### src/rtl/ramp_chk_pkg.sv
package ramp_chk_pkg;

  // Strobes issued by the control to the datapath each cycle
  typedef struct packed {
    logic clear;     // drop everything back to the idle state
    logic lockNow;   // zero sample seen while hunting: seed the sequence
    logic checkNow;  // tracking and a valid sample is present: compare
  } chkStrobes_t;

  typedef enum logic {
    ST_HUNT  = 1'b0,
    ST_TRACK = 1'b1
  } chkState_t;

endpackage

### src/rtl/ramp_chk_datapath.sv
module ramp_chk_datapath
  import ramp_chk_pkg::*;
#(
  parameter int SAMPLE_W = 12,
  parameter int CNT_W    = 16
) (
  input  logic                clk,
  input  logic                rstN,
  input  chkStrobes_t         strobes,
  input  logic [SAMPLE_W-1:0] sampleData,
  output logic                sampleIsZero,
  output logic [CNT_W-1:0]    errCount
);

  localparam logic [CNT_W-1:0]    CNT_MAX  = {CNT_W{1'b1}};
  localparam logic [SAMPLE_W-1:0] SEED_VAL = SAMPLE_W'(1);

  logic [SAMPLE_W-1:0] expected;
  logic                mismatch;
  logic                countSat;

  assign sampleIsZero = (sampleData == '0);
  assign mismatch     = (sampleData != expected);
  assign countSat     = (errCount == CNT_MAX);

  // Prediction register: follows its own sequence, never the input
  always_ff @(posedge clk or negedge rstN) begin
    if (!rstN)                 expected <= '0;
    else if (strobes.clear)    expected <= '0;
    else if (strobes.lockNow)  expected <= SEED_VAL;
    else if (strobes.checkNow) expected <= expected + SEED_VAL;
  end

  // Saturating mismatch counter
  always_ff @(posedge clk or negedge rstN) begin
    if (!rstN)              errCount <= '0;
    else if (strobes.clear) errCount <= '0;
    else if (strobes.checkNow && mismatch && !countSat)
                            errCount <= errCount + CNT_W'(1);
  end

  // a full counter stays full until cleared
  a_r6_saturate: assert property (@(posedge clk) disable iff (!rstN)
    (countSat && !strobes.clear) |=> (errCount == CNT_MAX));

  // the count moves by at most one per cycle unless cleared
  a_r3_single_step: assert property (@(posedge clk) disable iff (!rstN)
    !strobes.clear |=> (errCount == $past(errCount)) ||
                       (errCount == $past(errCount) + CNT_W'(1)));

  // without a valid comparison the prediction does not move
  a_r7_idle_hold: assert property (@(posedge clk) disable iff (!rstN)
    !(strobes.clear || strobes.lockNow || strobes.checkNow) |=> $stable(expected));

  // a clear empties the count
  a_r1_clear_count: assert property (@(posedge clk) disable iff (!rstN)
    strobes.clear |=> (errCount == '0));

endmodule

### config.mk
export PLATFORM = sky130hd
export DESIGN_NAME = ramp_chk_datapath
export DESIGN_NICKNAME = d
export VERILOG_FILES = /design/src/rtl/ramp_chk_pkg.sv /design/src/rtl/ramp_chk_datapath.sv
export SDC_FILE = /design/constraint.sdc
export NUM_CORES = 1
export LEC_CHECK = 0
export ABC_AREA = 1
export ABC_CLOCK_PERIOD_IN_PS = 2050
export BUFFER_PORTS_ARGS = -buffer_cell sky130_fd_sc_hd__buf_2
export CELL_PAD_IN_SITES_DETAIL_PLACEMENT = 0
export CELL_PAD_IN_SITES_GLOBAL_PLACEMENT = 1
export CORE_MARGIN = 4
export CORE_UTILIZATION = 40
export CTS_BUF_LIST = sky130_fd_sc_hd__clkbuf_16
export CTS_CLUSTER_SIZE = 8
export DETAILED_ROUTE_END_ITERATION = 7
export PLACE_DENSITY_LB_ADDON = 0.1
export SKIP_LAST_GASP = 1
export SLEW_MARGIN = 5
export SYNTH_ARGS = -nofsm -noshare
export SYNTH_HDL_FRONTEND = slang
export SYNTH_SLANG_ARGS = --single-unit
### constraint.sdc
create_clock -name clk -period 2.05 [get_ports clk]
set_input_delay 0.205 -clock clk [delete_from_list [all_inputs] [get_ports clk]]
set_output_delay 0.205 -clock clk [all_outputs]
set_load 0.05 [all_outputs]
==> flow_summary_export.csv, run 1 <==
group,metric,value,unit
outcome,status,"completed",
grt,grt.met1_usage,0.2764,
floorplan,pin_count,34,
drt,first_iter_violations,111,
sta,final-hold-violation-count,0,
grt,met3_usage,0.02834,
sta,period_needed,1691,ps
critical_path,arrival,1900,ps
critical_path,cp_max_fo,17,
layout,drive_above_1_share,0.1587,
floorplan,rows,25,
floorplan,design.die.area,6277,um2
critical_path,worst_setup_path_end_kind,"flip-flop",
sta,finalClockSkew,5.832,ps
floorplan,core_area,4817,um2
synth,synth.net_count,319,
power_and_ir_drop,power.total,1.155,mW
synth,ys_types,34,
layout,final_area,2356,um2
grt,grt_max_degree,29,
cts,tritoncts,"built",
drt,via_per_inst,4.733,
cts,clk_latency,260,ps
layout,diodes,0,
drt,first_pass_iters,4,
power_and_ir_drop,p_leak,1.236,nW
layout,layout_common_cells,"nand2_1 (98), inv_1 (44), buf_2 (33)",
layout,fin_util,0.4891,
synth,async_reset_ff_frac,1.000,
synth,seq_area_frac_synth,0.3453,
place,dp_hpwl,3759,um
critical_path,startpoint_type,"flip-flop",
sta,whs,220.7,ps
grt,grt_pass1_vias,1770,
drt,drc_errors,0,
floorplan,fp.dieW,79.23,um
grt,top_usage_layer,"met1",
synth,synth_top_area_frac,0.3453,
drt,vias,1898,
sta,setup_viol,0,
hold_path,hp-class,"in2reg",
synth,synthFlopType,"dfrtp_1",
cts,numCtsBuffers,3,
floorplan,initial_core_util,0.4213,
critical_path,cp.required,2250,ps
drt,wl_per_cell,12.40,um
place,io_buffers,33,
sta,rsz0062_at_grt,"no",
cts,clockBufferDepth,2,
sta,slew-limit-headroom,0.5628,
drt,final_antenna_net_count,0,
synth,syn_area_per_cell,6.765,um2
floorplan,die_y,79.23,um
sta,timing.setup.tns,0,ps
place,place_congestion,0.8145,
layout,area_growth,16.09,%
synth,synth_edf_count,0,
cts,post_cts_resized,0,
sta,fmax,591.4,MHz
layout,final_common_cell,"nand2_1",
synth,synth_seq_cells,28,
layout,nets,354,
synth,yosys-top-cells-area,"dfrtp_1 (35%), nand2_1 (18%), inv_1 (8.1%), nand3_1 (5.7%), nand4_1 (5.5%)",
synth,syn_area,2029,um2
power_and_ir_drop,power_per_cell_area,490.2,nW/um2
cts,htreeDepth,1,
cts,path_clk_slew,70,ps
sta,worst_pin_slew,655.8,ps
synth,ys.warnings.count,0,
cts,postCtsSetupBuffers,0,
cts,clock-sinks,28,
drt,wirelength,4972,um
job,maxCapViolCount,0,
grt,grt_overflow_total,0,
synth,syn_inst,300,
cts,clock-root-buffer,"clkbuf_16",
grt,grt_antenna_before_repair,0,
power_and_ir_drop,worst_ir_drop_vdd,0.4176,mV
place,placed_cell_area,2267,um2
sta,finalCritPeriodShare,0.8248,
sta,drv_slew,0,
grt,grt_util_met2,0.2483,
grt,grt_pass1_wl,8714,um
grt,track_usage,0.1740,
synth,netlist.top_cell.by_area,"dfrtp_1",
critical_path,critPathKind,"reg2reg",
==> cell type report <==
| cell class | instances | area (um2) |
|---|---|---|
| clock buffers | 3 | 75.07 |
| flip-flops and latches | 28 | 700.7 |
| fillers | 531 | 2461 |
| well taps | 67 | 83.83 |
| multi-input cells | 219 | 1111 |
| inverters | 47 | 178.9 |
| repair buffers | 36 | 202.7 |
| clock inverters | 1 | 3.754 |
==> cell families after synthesis <==
logic type	count (synthesis)	share of synthesized area
simple gates	190	0.4420
buf+inv	53	0.1104
flops	28	0.3453
compound gates	17	0.04686
xor+xnor	10	0.04315
fa+ha+maj	2	0.01233
==> where the power goes <==
part	switching, mW	total, mW	internal [mW]
registers	0.00723	0.565	0.558
clock network	0.192	0.453	0.262
logic	0.0938	0.136	0.0426
==> registers in the layout, summed over array words and instances (netlist names) <==
signal,flops
errCount,16
expected,12
==> stage by stage <==
stage	worst slack [ps]	instances
2_1_floorplan	220.7	300
3_3_place_gp	397.7	396
3_5_place_dp	370.2	396
4_1_cts	341.9	401
5_1_grt	185.1	401
6_report	359.1	401
==> final timing paths <==
kind | from | end | slack [ps] | cells past startpoint
worst max-delay path | expected[3] | errCount[6] | 360 | 7
worst min-delay path | strobes[1] | expected[0] | 220 | 3
worst max register to register | expected[3] | errCount[6] | 360 | 7
worst min register to register | expected[10] | expected[10] | 530 | 2
max in group asynchronous | rstN | errCount[0] | 1120 | 2
min in group asynchronous | rstN | expected[1] | 500 | 2
==> critical path, cell delays in order, from the launching register on <==
cell and delay [ps]:
dfrtp_1 460, xnor2_1 210, nand2_1 70, nor2_1 210, nand3_4 280, nand2_8 220, nand3_1 80, nand2_1 90
==> synthesized netlist by cell type, drive strengths merged, types with 3 or more instances <==
library cell and n:
a21oi 7, buf 4, dfrtp 28, inv 47, nand2 100, nand3 27
nand3b 3, nand4 19, nor2 32, nor3 6, nor4 3, o21ai 6
xnor2 6, xor2 4
==> metal layers <==
layer / up-vias / share of wire
met5: - / 0
met4: 0 / 0.0048
li1: 1028 / -
met1: 846 / 0.54
met2: 22 / 0.42
met3: 2 / 0.034
==> what timing repair did <==
action / CTS / global route
endpoints found under the setup margin: 0 / 0
hold buffers: 1 / 0
hold endpoints to repair: 28 / 0
Power figures use the tool's default switching activity.
==> inputs of run 2 (changes only) <==
--- a/config.mk
+++ b/config.mk
@@ -6,7 +6,7 @@
 export NUM_CORES = 1
 export LEC_CHECK = 0
 export ABC_AREA = 1
-export ABC_CLOCK_PERIOD_IN_PS = 2050
+export ABC_CLOCK_PERIOD_IN_PS = 1600
 export BUFFER_PORTS_ARGS = -buffer_cell sky130_fd_sc_hd__buf_2
 export CELL_PAD_IN_SITES_DETAIL_PLACEMENT = 0
 export CELL_PAD_IN_SITES_GLOBAL_PLACEMENT = 1
==> constraint.sdc (replaced) <==
create_clock -name clk -period 1.6 [get_ports clk]
set_input_delay 0.16 -clock clk [delete_from_list [all_inputs] [get_ports clk]]
set_output_delay 0.16 -clock clk [all_outputs]
set_load 0.05 [all_outputs]
==> flow_summary_export.csv, run 2 (synthesis results as in run 1) <==
group,metric,value,unit
grt,track_usage,0.1758,
drt,drc_errors,0,
cts,numCtsBuffers,3,
cts,htreeDepth,1,
sta,fmax,687.4,MHz
grt,grt_pass1_vias,1778,
floorplan,die_y,79.23,um
layout,stdcell_count,417,
cts,tritoncts,"built",
grt,grt_pass1_wl,8721,um
critical_path,arrival,1610,ps
floorplan,design.die.area,6277,um2
place,placed_cell_area,2425,um2
grt,grt_overflow_total,0,
power_and_ir_drop,worst_ir_drop_vdd,0.5316,mV
layout,diodes,0,
layout,nets,370,
sta,timing.setup.tns,0,ps
place,dpl.cell_count,412,
layout,largest_register_ffs,16,
layout,layout_common_cells,"nand2_1 (97), inv_1 (44), buf_2 (33)",
sta,slew-limit-headroom,0.5476,
layout,multi_input_area,1135,um2
cts,clockBufferDepth,2,
drt,first_iter_violations,155,
grt,top_usage_layer,"met1",
grt,grt.met1_usage,0.2812,
floorplan,pin_count,34,
critical_path,cp_max_fo,6,
grt,grt_util_met2,0.2475,
drt,wl_per_cell,12.32,um
floorplan,fp.dieW,79.23,um
job,maxCapViolCount,0,
cts,clk_latency,260,ps
layout,top_regs,"errCount: 16 flops, expected: 12 flops",
layout,n_fill_cell,524,
cts,clock-sinks,28,
critical_path,cp_cell_sequence,"inv_1, nand2_1, nand2_1, nand2_1, nor2_2, nand3_4, buf_4, nand4_1, nand2_1",
hold_path,hp-class,"in2reg",
layout,drive_above_1_share,0.2429,
sta,drv_slew,0,
floorplan,initial_core_util,0.4213,
floorplan,core_area,4817,um2
grt,met3_usage,0.02381,
power_and_ir_drop,p_leak,1.318,nW
grt,grt_max_degree,33,
sta,finalClockSkew,1.759,ps
drt,final_antenna_net_count,0,
critical_path,critPathKind,"reg2reg",
critical_path,startpoint_type,"flip-flop",
outcome,status,"completed",
place,place_congestion,0.8279,
sta,final-hold-violation-count,0,
critical_path,worst_setup_path_end_kind,"flip-flop",
drt,first_pass_iters,4,
sta,setup_viol,0,
critical_path,cpMaxStageDelayCell,"dfrtp_1",
power_and_ir_drop,power_per_cell_area,651.6,nW/um2
layout,seq_area,713.2,um2
floorplan,rows,25,
cts,path_clk_slew,70,ps
layout,top_register,"errCount",
layout,final_common_cell,"nand2_1",
cts,clock-root-buffer,"clkbuf_16",
place,io_buffers,33,
drt,via_per_inst,4.767,
layout,area_growth,25.71,%
critical_path,cp.required,1760,ps
sta,period_needed,1455,ps
place,dp_hpwl,3899,um
sta,rsz0062_at_grt,"no",
sta,worst_pin_slew,678.6,ps
critical_path,cp_slowest_stage_delay,410,ps
critical_path,crit_path_frequent_cell,"nand2_1",
grt,grt_antenna_before_repair,0,
layout,final_area,2551,um2
drt,vias,1988,
drt,wirelength,5136,um
sta,finalCritPeriodShare,0.9092,
run 2: cell count changes in the layout (fill, tap and decap cells not counted), sizes merged:
cell    previous run  this run
buf               35        51
bufinv             0         1
clkinv             1         0
run 2: final cells by class:
cell class	instances	area share
sequential	28	0.2795
tap	67	0.03286
clock inverter	1	0.01177
multi-input combinational	219	0.4448
timing repair buffer	52	0.1314
clock buffer	3	0.02943
inverter	47	0.07013
run 2: path summary, 6_finish.rpt:
path                        startpoint  depth (start not counted)  slack (ps)     endpoint
min reg2reg                expected[6]                          2         560  expected[6]
min in group asynchronous         rstN                          2         460  expected[0]
max                        expected[7]                          9         150  errCount[4]
max in group asynchronous         rstN                          2         660  errCount[7]
min                         strobes[1]                          3         180  expected[0]
max reg2reg                expected[7]                          9         150  errCount[4]
run 2: routing by layer:
layer  vias up  share of wire
met5         -              0
met4         0         0.0055
met3         2          0.049
met2        41           0.42
met1       881           0.52
li1       1064              -
run 2: what timing repair did:
item | in CTS | in global routing
hold buffers | 1 | 0
setup buffers | 0 | 0
setup endpoints to repair | 0 | 11
gates resized for setup | 0 | 4
endpoints found under the hold margin | 28 | 0
run 2: critical path: cells and delay by family, from the launching register on:
kind | cells | cell delay (ps)
and+or+nand+nor | 7 | 610
DFF | 1 | 410
buffers and inverters | 2 | 330
run 2: through the flow:
stage | hold WS, ps | worst slack (ps) | power (mW) | util
after CTS | 176.9 | 72.16 | 1.687 | 0.5273
after floorplan | -135.6 | 5.732 | 0.8454 | -
after detailed placement | 241.1 | 94.20 | 0.9270 | 0.5034
after global placement | 233.1 | 100.8 | 0.9258 | 0.5034
final | 179.4 | 145.3 | 1.662 | 0.5296
after global routing | 204.3 | 1.709 | 1.749 | 0.5296
run 2: where the power goes:
part | switching [mW] | internal (mW)
registers | 0.0115 | 0.716
clock network | 0.250 | 0.498
logic | 0.123 | 0.0643
